==> src/rtl/smb_pkg.sv <==
package smb_pkg;

    // Phases in the order an access walks through them.
    typedef enum logic [2:0] {
        PH_IDLE  = 3'd0,
        PH_ASET  = 3'd1,
        PH_CSET  = 3'd2,
        PH_ACC   = 3'd3,
        PH_PAGE  = 3'd4,
        PH_CHOLD = 3'd5,
        PH_AHOLD = 3'd6,
        PH_DONE  = 3'd7
    } phase_e;

    typedef struct packed {
        logic [3:0] lead_a;
        logic [3:0] lead_cs;
        logic [4:0] acc;
        logic [3:0] trail_cs;
        logic [3:0] trail_a;
        logic [3:0] beat_len;
        logic       page;
    } tcfg_t;

    localparam logic [31:0] TIM_MASK = 32'hFF1F_FFF1;
    localparam logic [3:0]  BW_FIELD = 4'h3;

    function automatic tcfg_t decode_tim(input logic [31:0] r);
        tcfg_t t;
        t.lead_a   = r[31:28];
        t.lead_cs  = r[27:24];
        t.acc      = r[20:16];
        t.trail_cs = r[15:12];
        t.trail_a  = r[11:8];
        t.beat_len = r[7:4];
        t.page     = r[0];
        return t;
    endfunction

    // Cycles spent in a phase; zero means the phase is skipped.
    function automatic logic [5:0] phase_len(input phase_e p, input tcfg_t t);
        case (p)
            PH_ASET:  return {2'b00, t.lead_a};
            PH_CSET:  return {2'b00, t.lead_cs};
            PH_ACC:   return {1'b0, t.acc} + 6'd1;
            PH_PAGE:  return t.page ? ((t.beat_len == 4'd0) ? 6'd1 : {2'b00, t.beat_len}) : 6'd0;
            PH_CHOLD: return {2'b00, t.trail_cs};
            PH_AHOLD: return {2'b00, t.trail_a};
            PH_DONE:  return 6'd1;
            default:  return 6'd0;
        endcase
    endfunction

    // First phase after 'from' that lasts at least one cycle.
    function automatic phase_e next_live(input phase_e from, input tcfg_t t);
        phase_e p;
        logic   found;
        p     = from;
        found = 1'b0;
        for (int i = 0; i < 7; i++) begin
            if (!found && p != PH_DONE) begin
                p = phase_e'(p + 3'd1);
                if (phase_len(p, t) != 6'd0) found = 1'b1;
            end
        end
        return p;
    endfunction

endpackage

==> src/rtl/smb_regs.sv <==
module smb_regs
    import smb_pkg::*;
#(
    parameter int NBANK = 4,
    parameter int RAW   = 5
) (
    input  logic                  clk,
    input  logic                  rst_n,
    input  logic                  wr_en,
    input  logic [RAW-1:0]        addr,
    input  logic [31:0]           wdata,
    output logic [31:0]           rdata,
    output logic [NBANK*4-1:0]    bw,
    output logic [NBANK-1:0][31:0] tim
);
    localparam int BWW = NBANK * 4;
    localparam logic [BWW-1:0] BW_MASK = {NBANK{BW_FIELD}};

    typedef struct packed {
        logic [BWW-1:0]        bw;
        logic [NBANK-1:0][31:0] tim;
    } regs_t;

    regs_t q, d;

    always_comb begin
        d     = q;
        rdata = '0;
        if (addr == '0) rdata = 32'(q.bw);
        for (int n = 0; n < NBANK; n++) begin
            if (addr == RAW'(4 * (n + 1))) rdata = q.tim[n];
        end
        if (wr_en) begin
            if (addr == '0) d.bw = wdata[BWW-1:0] & BW_MASK;
            for (int n = 0; n < NBANK; n++) begin
                if (addr == RAW'(4 * (n + 1))) d.tim[n] = wdata & TIM_MASK;
            end
        end
    end

    always_ff @(posedge clk or negedge rst_n) begin
        if (!rst_n) q <= '0;
        else        q <= d;
    end

    assign bw  = q.bw;
    assign tim = q.tim;

    // width word never shows bits outside the per-bank fields
    p_bw_reserved_r2: assert property (@(posedge clk) disable iff (!rst_n)
        (addr == '0) |-> ((rdata & ~32'(BW_MASK)) == 32'd0));

    // a timing word write lands with its reserved bits cleared
    p_tim_reserved_r3: assert property (@(posedge clk) disable iff (!rst_n)
        (wr_en && addr == RAW'(4)) |=> ((tim[0] & ~TIM_MASK) == 32'd0));

endmodule

==> src/rtl/smb_seq.sv <==
module smb_seq
    import smb_pkg::*;
#(
    parameter int NBANK = 4,
    parameter int OFS_W = 16,
    parameter int DW    = 16,
    parameter int BEATS = 4,
    parameter int BKW   = 2
) (
    input  logic                  clk,
    input  logic                  rst_n,
    input  logic                  req_valid,
    input  logic [BKW-1:0]        req_bank,
    input  logic [OFS_W-1:0]      req_ofs,
    input  logic                  req_wr,
    input  logic [BEATS*DW-1:0]   req_wdata,
    input  logic [DW/8-1:0]       req_be,
    input  tcfg_t                 cfg_in,
    input  logic                  w16_in,
    input  logic                  been_in,
    output logic                  ack,
    output logic [BEATS*DW-1:0]   rd_data,
    output logic [OFS_W-1:0]      mem_addr,
    output logic [NBANK-1:0]      mem_cs_n,
    output logic                  mem_oe_n,
    output logic                  mem_we_n,
    output logic [DW/8-1:0]       mem_be_n,
    output logic [DW-1:0]         mem_dq_o,
    output logic                  mem_dq_oe,
    input  logic [DW-1:0]         mem_dq_i
);
    localparam int BL  = DW / 8;
    localparam int BTW = $clog2(BEATS);

    typedef struct packed {
        phase_e              ph;
        logic [5:0]          cnt;
        logic [BTW-1:0]      beat;
        logic [BKW-1:0]      bank;
        logic [OFS_W-1:0]    ofs;
        logic                wr;
        logic [BEATS*DW-1:0] wdata;
        logic [BL-1:0]       be;
        tcfg_t               t;
        logic                w16;
        logic                been;
        logic [BEATS*DW-1:0] rdata;
    } st_t;

    st_t  q, d;
    logic beat_end;
    logic cs_win;
    logic strobe;

    always_comb begin
        d        = q;
        beat_end = (q.ph == PH_ACC || q.ph == PH_PAGE) && q.cnt == 6'd1;
        if (beat_end && !q.wr) begin
            d.rdata[q.beat*DW +: DW] = q.w16 ? mem_dq_i : {{(DW-8){1'b0}}, mem_dq_i[7:0]};
        end
        case (q.ph)
            PH_IDLE: begin
                if (req_valid) begin
                    d.bank  = req_bank;
                    d.ofs   = req_ofs;
                    d.wr    = req_wr;
                    d.wdata = req_wdata;
                    d.be    = req_be;
                    d.t     = cfg_in;
                    d.w16   = w16_in;
                    d.been  = been_in;
                    d.rdata = '0;
                    d.beat  = '0;
                    d.ph    = next_live(PH_IDLE, cfg_in);
                    d.cnt   = phase_len(d.ph, cfg_in);
                end
            end
            PH_DONE: d.ph = PH_IDLE;
            default: begin
                if (q.cnt == 6'd1) begin
                    if (q.ph == PH_PAGE && q.beat != BTW'(BEATS - 1)) begin
                        d.beat = q.beat + 1'b1;
                        d.cnt  = phase_len(PH_PAGE, q.t);
                    end else begin
                        d.ph  = next_live(q.ph, q.t);
                        d.cnt = phase_len(d.ph, q.t);
                        if (d.ph == PH_PAGE) d.beat = BTW'(1);
                    end
                end else begin
                    d.cnt = q.cnt - 6'd1;
                end
            end
        endcase
    end

    always_ff @(posedge clk or negedge rst_n) begin
        if (!rst_n) q <= '0;
        else        q <= d;
    end

    assign cs_win = (q.ph == PH_CSET) || (q.ph == PH_ACC) ||
                    (q.ph == PH_PAGE) || (q.ph == PH_CHOLD);
    assign strobe = (q.ph == PH_ACC) || (q.ph == PH_PAGE);

    generate
        for (genvar b = 0; b < NBANK; b++) begin : g_cs
            assign mem_cs_n[b] = !(cs_win && q.bank == BKW'(b));
        end
    endgenerate

    assign mem_oe_n  = !(strobe && !q.wr);
    assign mem_we_n  = !(strobe && q.wr);
    assign mem_be_n  = (strobe && q.w16 && q.been) ? ~q.be : '1;
    assign mem_addr  = {q.ofs[OFS_W-1:BTW], q.ofs[BTW-1:0] + q.beat};
    assign mem_dq_oe = cs_win && q.wr;
    assign mem_dq_o  = q.wdata[q.beat*DW +: DW];
    assign ack       = (q.ph == PH_DONE);
    assign rd_data   = q.rdata;

    // at most one bank selected at any time
    p_one_cs_r11: assert property (@(posedge clk) disable iff (!rst_n)
        $onehot0(~mem_cs_n));

    // a strobe is only ever inside a chip-select window
    p_strobe_in_cs_r4: assert property (@(posedge clk) disable iff (!rst_n)
        (!mem_oe_n || !mem_we_n) |-> (mem_cs_n != '1));

    // read and write strobes never overlap; data drive only under chip select
    p_no_overlap_r9: assert property (@(posedge clk) disable iff (!rst_n)
        !(!mem_oe_n && !mem_we_n));
    p_dq_in_cs_r9: assert property (@(posedge clk) disable iff (!rst_n)
        mem_dq_oe |-> (mem_cs_n != '1));

    // byte enables quiet whenever no strobe is active
    p_be_quiet_r10: assert property (@(posedge clk) disable iff (!rst_n)
        (mem_oe_n && mem_we_n) |-> (mem_be_n == '1));

    // acknowledge is a single pulse; the bank stays put while busy
    p_ack_pulse_r12: assert property (@(posedge clk) disable iff (!rst_n)
        ack |=> !ack);
    p_bank_hold_r12: assert property (@(posedge clk) disable iff (!rst_n)
        (q.ph != PH_IDLE) |=> $stable(q.bank));

endmodule

==> src/rtl/smb_ctrl.sv <==
module smb_ctrl
    import smb_pkg::*;
#(
    parameter int NBANK = 4,
    parameter int OFS_W = 16,
    parameter int DW    = 16,
    parameter int BEATS = 4,
    parameter int BKW   = $clog2(NBANK),
    parameter int RAW   = $clog2(4 * (NBANK + 1))
) (
    input  logic                  clk,
    input  logic                  rst_n,
    input  logic                  reg_wr,
    input  logic [RAW-1:0]        reg_addr,
    input  logic [31:0]           reg_wdata,
    output logic [31:0]           reg_rdata,
    input  logic                  req_valid,
    input  logic [BKW-1:0]        req_bank,
    input  logic [OFS_W-1:0]      req_ofs,
    input  logic                  req_wr,
    input  logic [BEATS*DW-1:0]   req_wdata,
    input  logic [DW/8-1:0]       req_be,
    output logic                  ack,
    output logic [BEATS*DW-1:0]   rd_data,
    output logic [OFS_W-1:0]      mem_addr,
    output logic [NBANK-1:0]      mem_cs_n,
    output logic                  mem_oe_n,
    output logic                  mem_we_n,
    output logic [DW/8-1:0]       mem_be_n,
    output logic [DW-1:0]         mem_dq_o,
    output logic                  mem_dq_oe,
    input  logic [DW-1:0]         mem_dq_i
);
    logic [NBANK*4-1:0]     bw;
    logic [NBANK-1:0][31:0] tim;
    tcfg_t                  cfg_sel;
    logic [1:0]             bw_sel;

    smb_regs #(.NBANK(NBANK), .RAW(RAW)) u_regs (
        .clk   (clk),
        .rst_n (rst_n),
        .wr_en (reg_wr),
        .addr  (reg_addr),
        .wdata (reg_wdata),
        .rdata (reg_rdata),
        .bw    (bw),
        .tim   (tim)
    );

    always_comb begin
        cfg_sel = decode_tim(tim[req_bank]);
        bw_sel  = bw[req_bank*4 +: 2];
    end

    smb_seq #(
        .NBANK(NBANK), .OFS_W(OFS_W), .DW(DW), .BEATS(BEATS), .BKW(BKW)
    ) u_seq (
        .clk       (clk),
        .rst_n     (rst_n),
        .req_valid (req_valid),
        .req_bank  (req_bank),
        .req_ofs   (req_ofs),
        .req_wr    (req_wr),
        .req_wdata (req_wdata),
        .req_be    (req_be),
        .cfg_in    (cfg_sel),
        .w16_in    (bw_sel[0]),
        .been_in   (bw_sel[1]),
        .ack       (ack),
        .rd_data   (rd_data),
        .mem_addr  (mem_addr),
        .mem_cs_n  (mem_cs_n),
        .mem_oe_n  (mem_oe_n),
        .mem_we_n  (mem_we_n),
        .mem_be_n  (mem_be_n),
        .mem_dq_o  (mem_dq_o),
        .mem_dq_oe (mem_dq_oe),
        .mem_dq_i  (mem_dq_i)
    );

endmodule

==> config.mk <==
export PLATFORM = sky130hd
export DESIGN_NAME = smb_ctrl
export DESIGN_NICKNAME = d
export VERILOG_FILES = /design/src/rtl/smb_pkg.sv /design/src/rtl/smb_regs.sv /design/src/rtl/smb_seq.sv /design/src/rtl/smb_ctrl.sv
export SDC_FILE = /design/constraint.sdc
export NUM_CORES = 1
export LEC_CHECK = 0
export BUFFER_PORTS_ARGS = -buffer_cell sky130_fd_sc_hd__buf_4
export CAP_MARGIN = 20
export CORE_UTILIZATION = 25
export CTS_CLUSTER_SIZE = 40
export DETAILED_ROUTE_END_ITERATION = 10
export GPL_TIMING_DRIVEN = 0
export PLACE_DENSITY = 0.51
export SYNTH_ARGS = -nofsm -noshare
export SYNTH_HDL_FRONTEND = slang
export SYNTH_SLANG_ARGS = --single-unit
==> constraint.sdc <==
create_clock -name clk -period 10.65 [get_ports clk]
set_clock_uncertainty 0.05 [all_clocks]
set_input_delay 1.065 -clock clk [delete_from_list [all_inputs] [get_ports clk]]
set_output_delay 1.065 -clock clk [all_outputs]
set_load 0.02 [all_outputs]
==> impl_metrics.py <==
metrics = {
    "status": {
        "outcome": "finished, final reports clean",
    },
    "timing": {
        "worstMarginPinSlew_ns": 1.035,
        "setup_violations": 0,
        "relSlewSlack_pct": 30.46,
        "grt_setup_unrepaired": "false",
        "max_freq_mhz": 99.17,
        "slew_viol_final": 0,
        "hold_slack_ns": 0.4146,
        "hold_violations": 0,
        "fin_crit_sh_pct": 94.68,
        "period_needed_ns": 10.08,
    },
    "job": {
        "cap_violations": 0,
    },
    "worst_setup_path": {
        "max_stage_delay_ns": 0.44,
        "worstPathRequired_ns": 11.02,
        "cp_max_fo": 10,
        "path_buf_inv": 9,
        "critPathSlowestCell": "o41ai_4",
        "timing.critical_path.mode_cell": "ha_1",
        "reg2regPathDepth": 45,
        "cp.depth": 45,
        "cp_top_family": "adder cells",
        "start_kind": "flop",
        "path_class": "reg -> reg",
        "crit_start": "u_seq.q[186]",
        "rr_endpoint": "u_seq.q[180]",
        "cp-endpoint": "u_seq.q[180]",
        "r2r_slack_ns": 0.57,
        "cp-end-kind": "flop",
        "cp_data_arrival_time_ns": 10.45,
        "r2r_start": "u_seq.q[186]",
    },
    "route": {
        "routedWlPerCell_um": 19.72,
        "first_iter_violations": 1117,
        "vias": 15281,
        "drt.antenna.violating_nets": 0,
        "drt_wl_total_um": 61620,
        "drt_first_pass_iters": 5,
        "viasPerCell": 4.890,
        "drc": 0,
    },
    "grt": {
        "grtUsageTotal_pct": 16.92,
        "antenna_found_initial": 1,
        "grt_pass1_vias": 15570,
        "grt_pass1_wl_um": 93000,
        "grt_remaining_overflow": 0,
        "grt_start_max_net_pins": 97,
    },
    "yosys": {
        "yosysTopAreaCellShare_pct": 42.72,
        "synth_edf_count": 0,
        "synth_common_cells": "nand2_1 (454), dfrtp_1 (300), mux2_2 (130), a21oi_1 (126), nor2_1 (89)",
        "ys_ff_latch": 300,
        "ys_types": 98,
        "avgSynthCellArea_um2": 9.505,
        "seq_area_frac_synth_pct": 42.72,
        "synth_top_cell_by_area": "dfrtp_1",
        "synthFlopType": "dfrtp_1",
        "ys_top_cells_by_area": "dfrtp_1 (43%), nand2_1 (9.7%), mux2_2 (8.3%), mux4_2 (5.6%), a21oi_1 (3.6%)",
        "syn_area_mm2": 0.01757,
        "syn_inst": 1849,
        "yosysMostFrequentCell": "nand2_1",
        "synth-warning-count": 0,
        "asyncSetResetFlopFracSynth_pct": 100.0,
    },
    "floorplanning": {
        "num_io_pins": 280,
        "die_y_um": 267.1,
        "core-area_mm2": 0.06907,
        "fp-row-count": 96,
        "initial_core_util_pct": 25.45,
        "dieArea_mm2": 0.07136,
        "die_w_um": 267.1,
    },
    "clock_tree": {
        "cts.sinks": 300,
        "clk_latency_ns": 0.55,
        "cts_made_buffers": 37,
        "cts_htree_levels": 2,
        "root_buffer": "clkbuf_16",
        "cts_tree": "built",
        "clk_pin_slew_ns": 0.07,
        "cts_buffer_depth": 3,
    },
    "min_path": {
        "hold_class": "in -> async",
    },
    "placed_design": {
        "port_buffers": 266,
        "dp_hpwl_um": 46510,
        "gp_congestion": 0.8874,
    },
    "cells_and_area": {
        "nets": 2355,
        "drive_above_1_share_pct": 30.83,
        "layout-area-overhead-vs-synth_pct": 27.38,
    },
}
==> state kept, by name, summed over array words and instances (netlist names) <==
register and flops:
u_regs.bw 8, u_seq.q 110, u_regs.tim 104, u_seq.rd_data 64, u_seq.mem_addr 14
==> cells in the final DEF, fill, tap and decap left out, types with 5 or more instances in the layout <==
cell / synthesis / final
nand2b_1: 10 / 10
clkbuf_8: 0 / 11
clkbuf_1: 79 / 79
or2_2: 7 / 7
xnor2_1: 8 / 8
mux4_2: 44 / 44
nand4_1: 7 / 7
ha_1: 46 / 43
a221oi_1: 19 / 19
conb_1: 1 / 5
nor2_1: 89 / 87
nor3_1: 57 / 57
nor2b_1: 10 / 8
clkinv_2: 0 / 6
buf_1: 11 / 10
mux2_2: 130 / 130
nand3_1: 57 / 57
and3_1: 15 / 15
or3_1: 5 / 5
o211ai_1: 7 / 7
dfrtp_1: 300 / 298
inv_1: 32 / 31
o21ai_0: 41 / 40
nor4_1: 11 / 11
mux2i_1: 12 / 10
a21oi_1: 126 / 124
a21o_1: 9 / 8
o22ai_1: 6 / 5
buf_4: 84 / 358
and2_1: 16 / 16
a22o_1: 5 / 5
clkbuf_16: 0 / 38
a31oi_1: 8 / 8
nand2_1: 454 / 452
a22oi_1: 21 / 21
==> per-stage QoR <==
| stage | std cells | setup slack (ns) | TNS, ns | util [%] | area [um2] |
|---|---|---|---|---|---|
| 5_1_grt | 3125 | 0.002352 | 0 | 32.41 | 22390 |
| 4_1_cts | 3118 | -0.07267 | -0.07267 | 32.14 | 22200 |
| 3_5_place_dp | 3053 | -1.653 | -12.50 | 30.18 | 20840 |
| 3_3_place_gp | 3050 | -1.456 | -10.04 | 30.05 | 20750 |
| 2_1_floorplan | 1853 | 0.3790 | 0 | - | 17590 |
| 6_report | 3125 | 0.5667 | 0 | 32.41 | 22390 |
==> worst min path at each step <==
stage	endpoint	slack [ns]	cells after the start
after CTS	u_regs.tim[37]	0.40	1
after floorplan	u_seq.q[64]	0.39	2
final	u_regs.tim[37]	0.41	1
after detailed placement	u_seq.q[134]	0.41	2
after global placement	u_seq.q[116]	0.41	2
after global routing	u_regs.tim[37]	0.44	1
==> repair_timing <==
action                                  4_1_cts  5_1_grt
gates resized for setup                      21       27
endpoints found under the setup margin       11       11
buffers inserted                              2        5
hold buffers                                  0        0
pin swaps                                     3        3
gates cloned                                  0        0
==> kinds of logic after synthesis <==
group | Yosys count | share of synthesized area (%)
buffers and inverters | 214 | 6.450
adders and majority gates | 46 | 3.275
DFF | 300 | 42.72
AOI/OAI and AO/OA | 314 | 12.12
xor gates and xnor gates | 15 | 1.004
muxes | 192 | 15.19
other | 1 | 0.02134
and+or+nand+nor | 767 | 19.23
==> cell type report <==
type / instances / area [um2]
repair buffers: 278 / 2170
multi-input cells: 1339 / 9144
plain buffers: 175 / 996.0
well taps: 931 / 1165
diodes: 1 / 2.502
inverters: 36 / 135.1
fillers: 7195 / 46680
flip-flops and latches: 300 / 7510
clock inverters: 11 / 143.9
clock buffers: 54 / 1121
==> metal layers <==
| metal | part of all wire, % | global-route usage (%) |
|---|---|---|
| met1 | 45 | 22.67 |
| met3 | 4.7 | 2.216 |
| met5 | 0 | 0 |
| met4 | 2.3 | 4.473 |
| met2 | 48 | 28.54 |
Power is left out: the tool's default activity adds up to more than one toggle a clock period on the data nets, which glitch-free logic cannot reach.
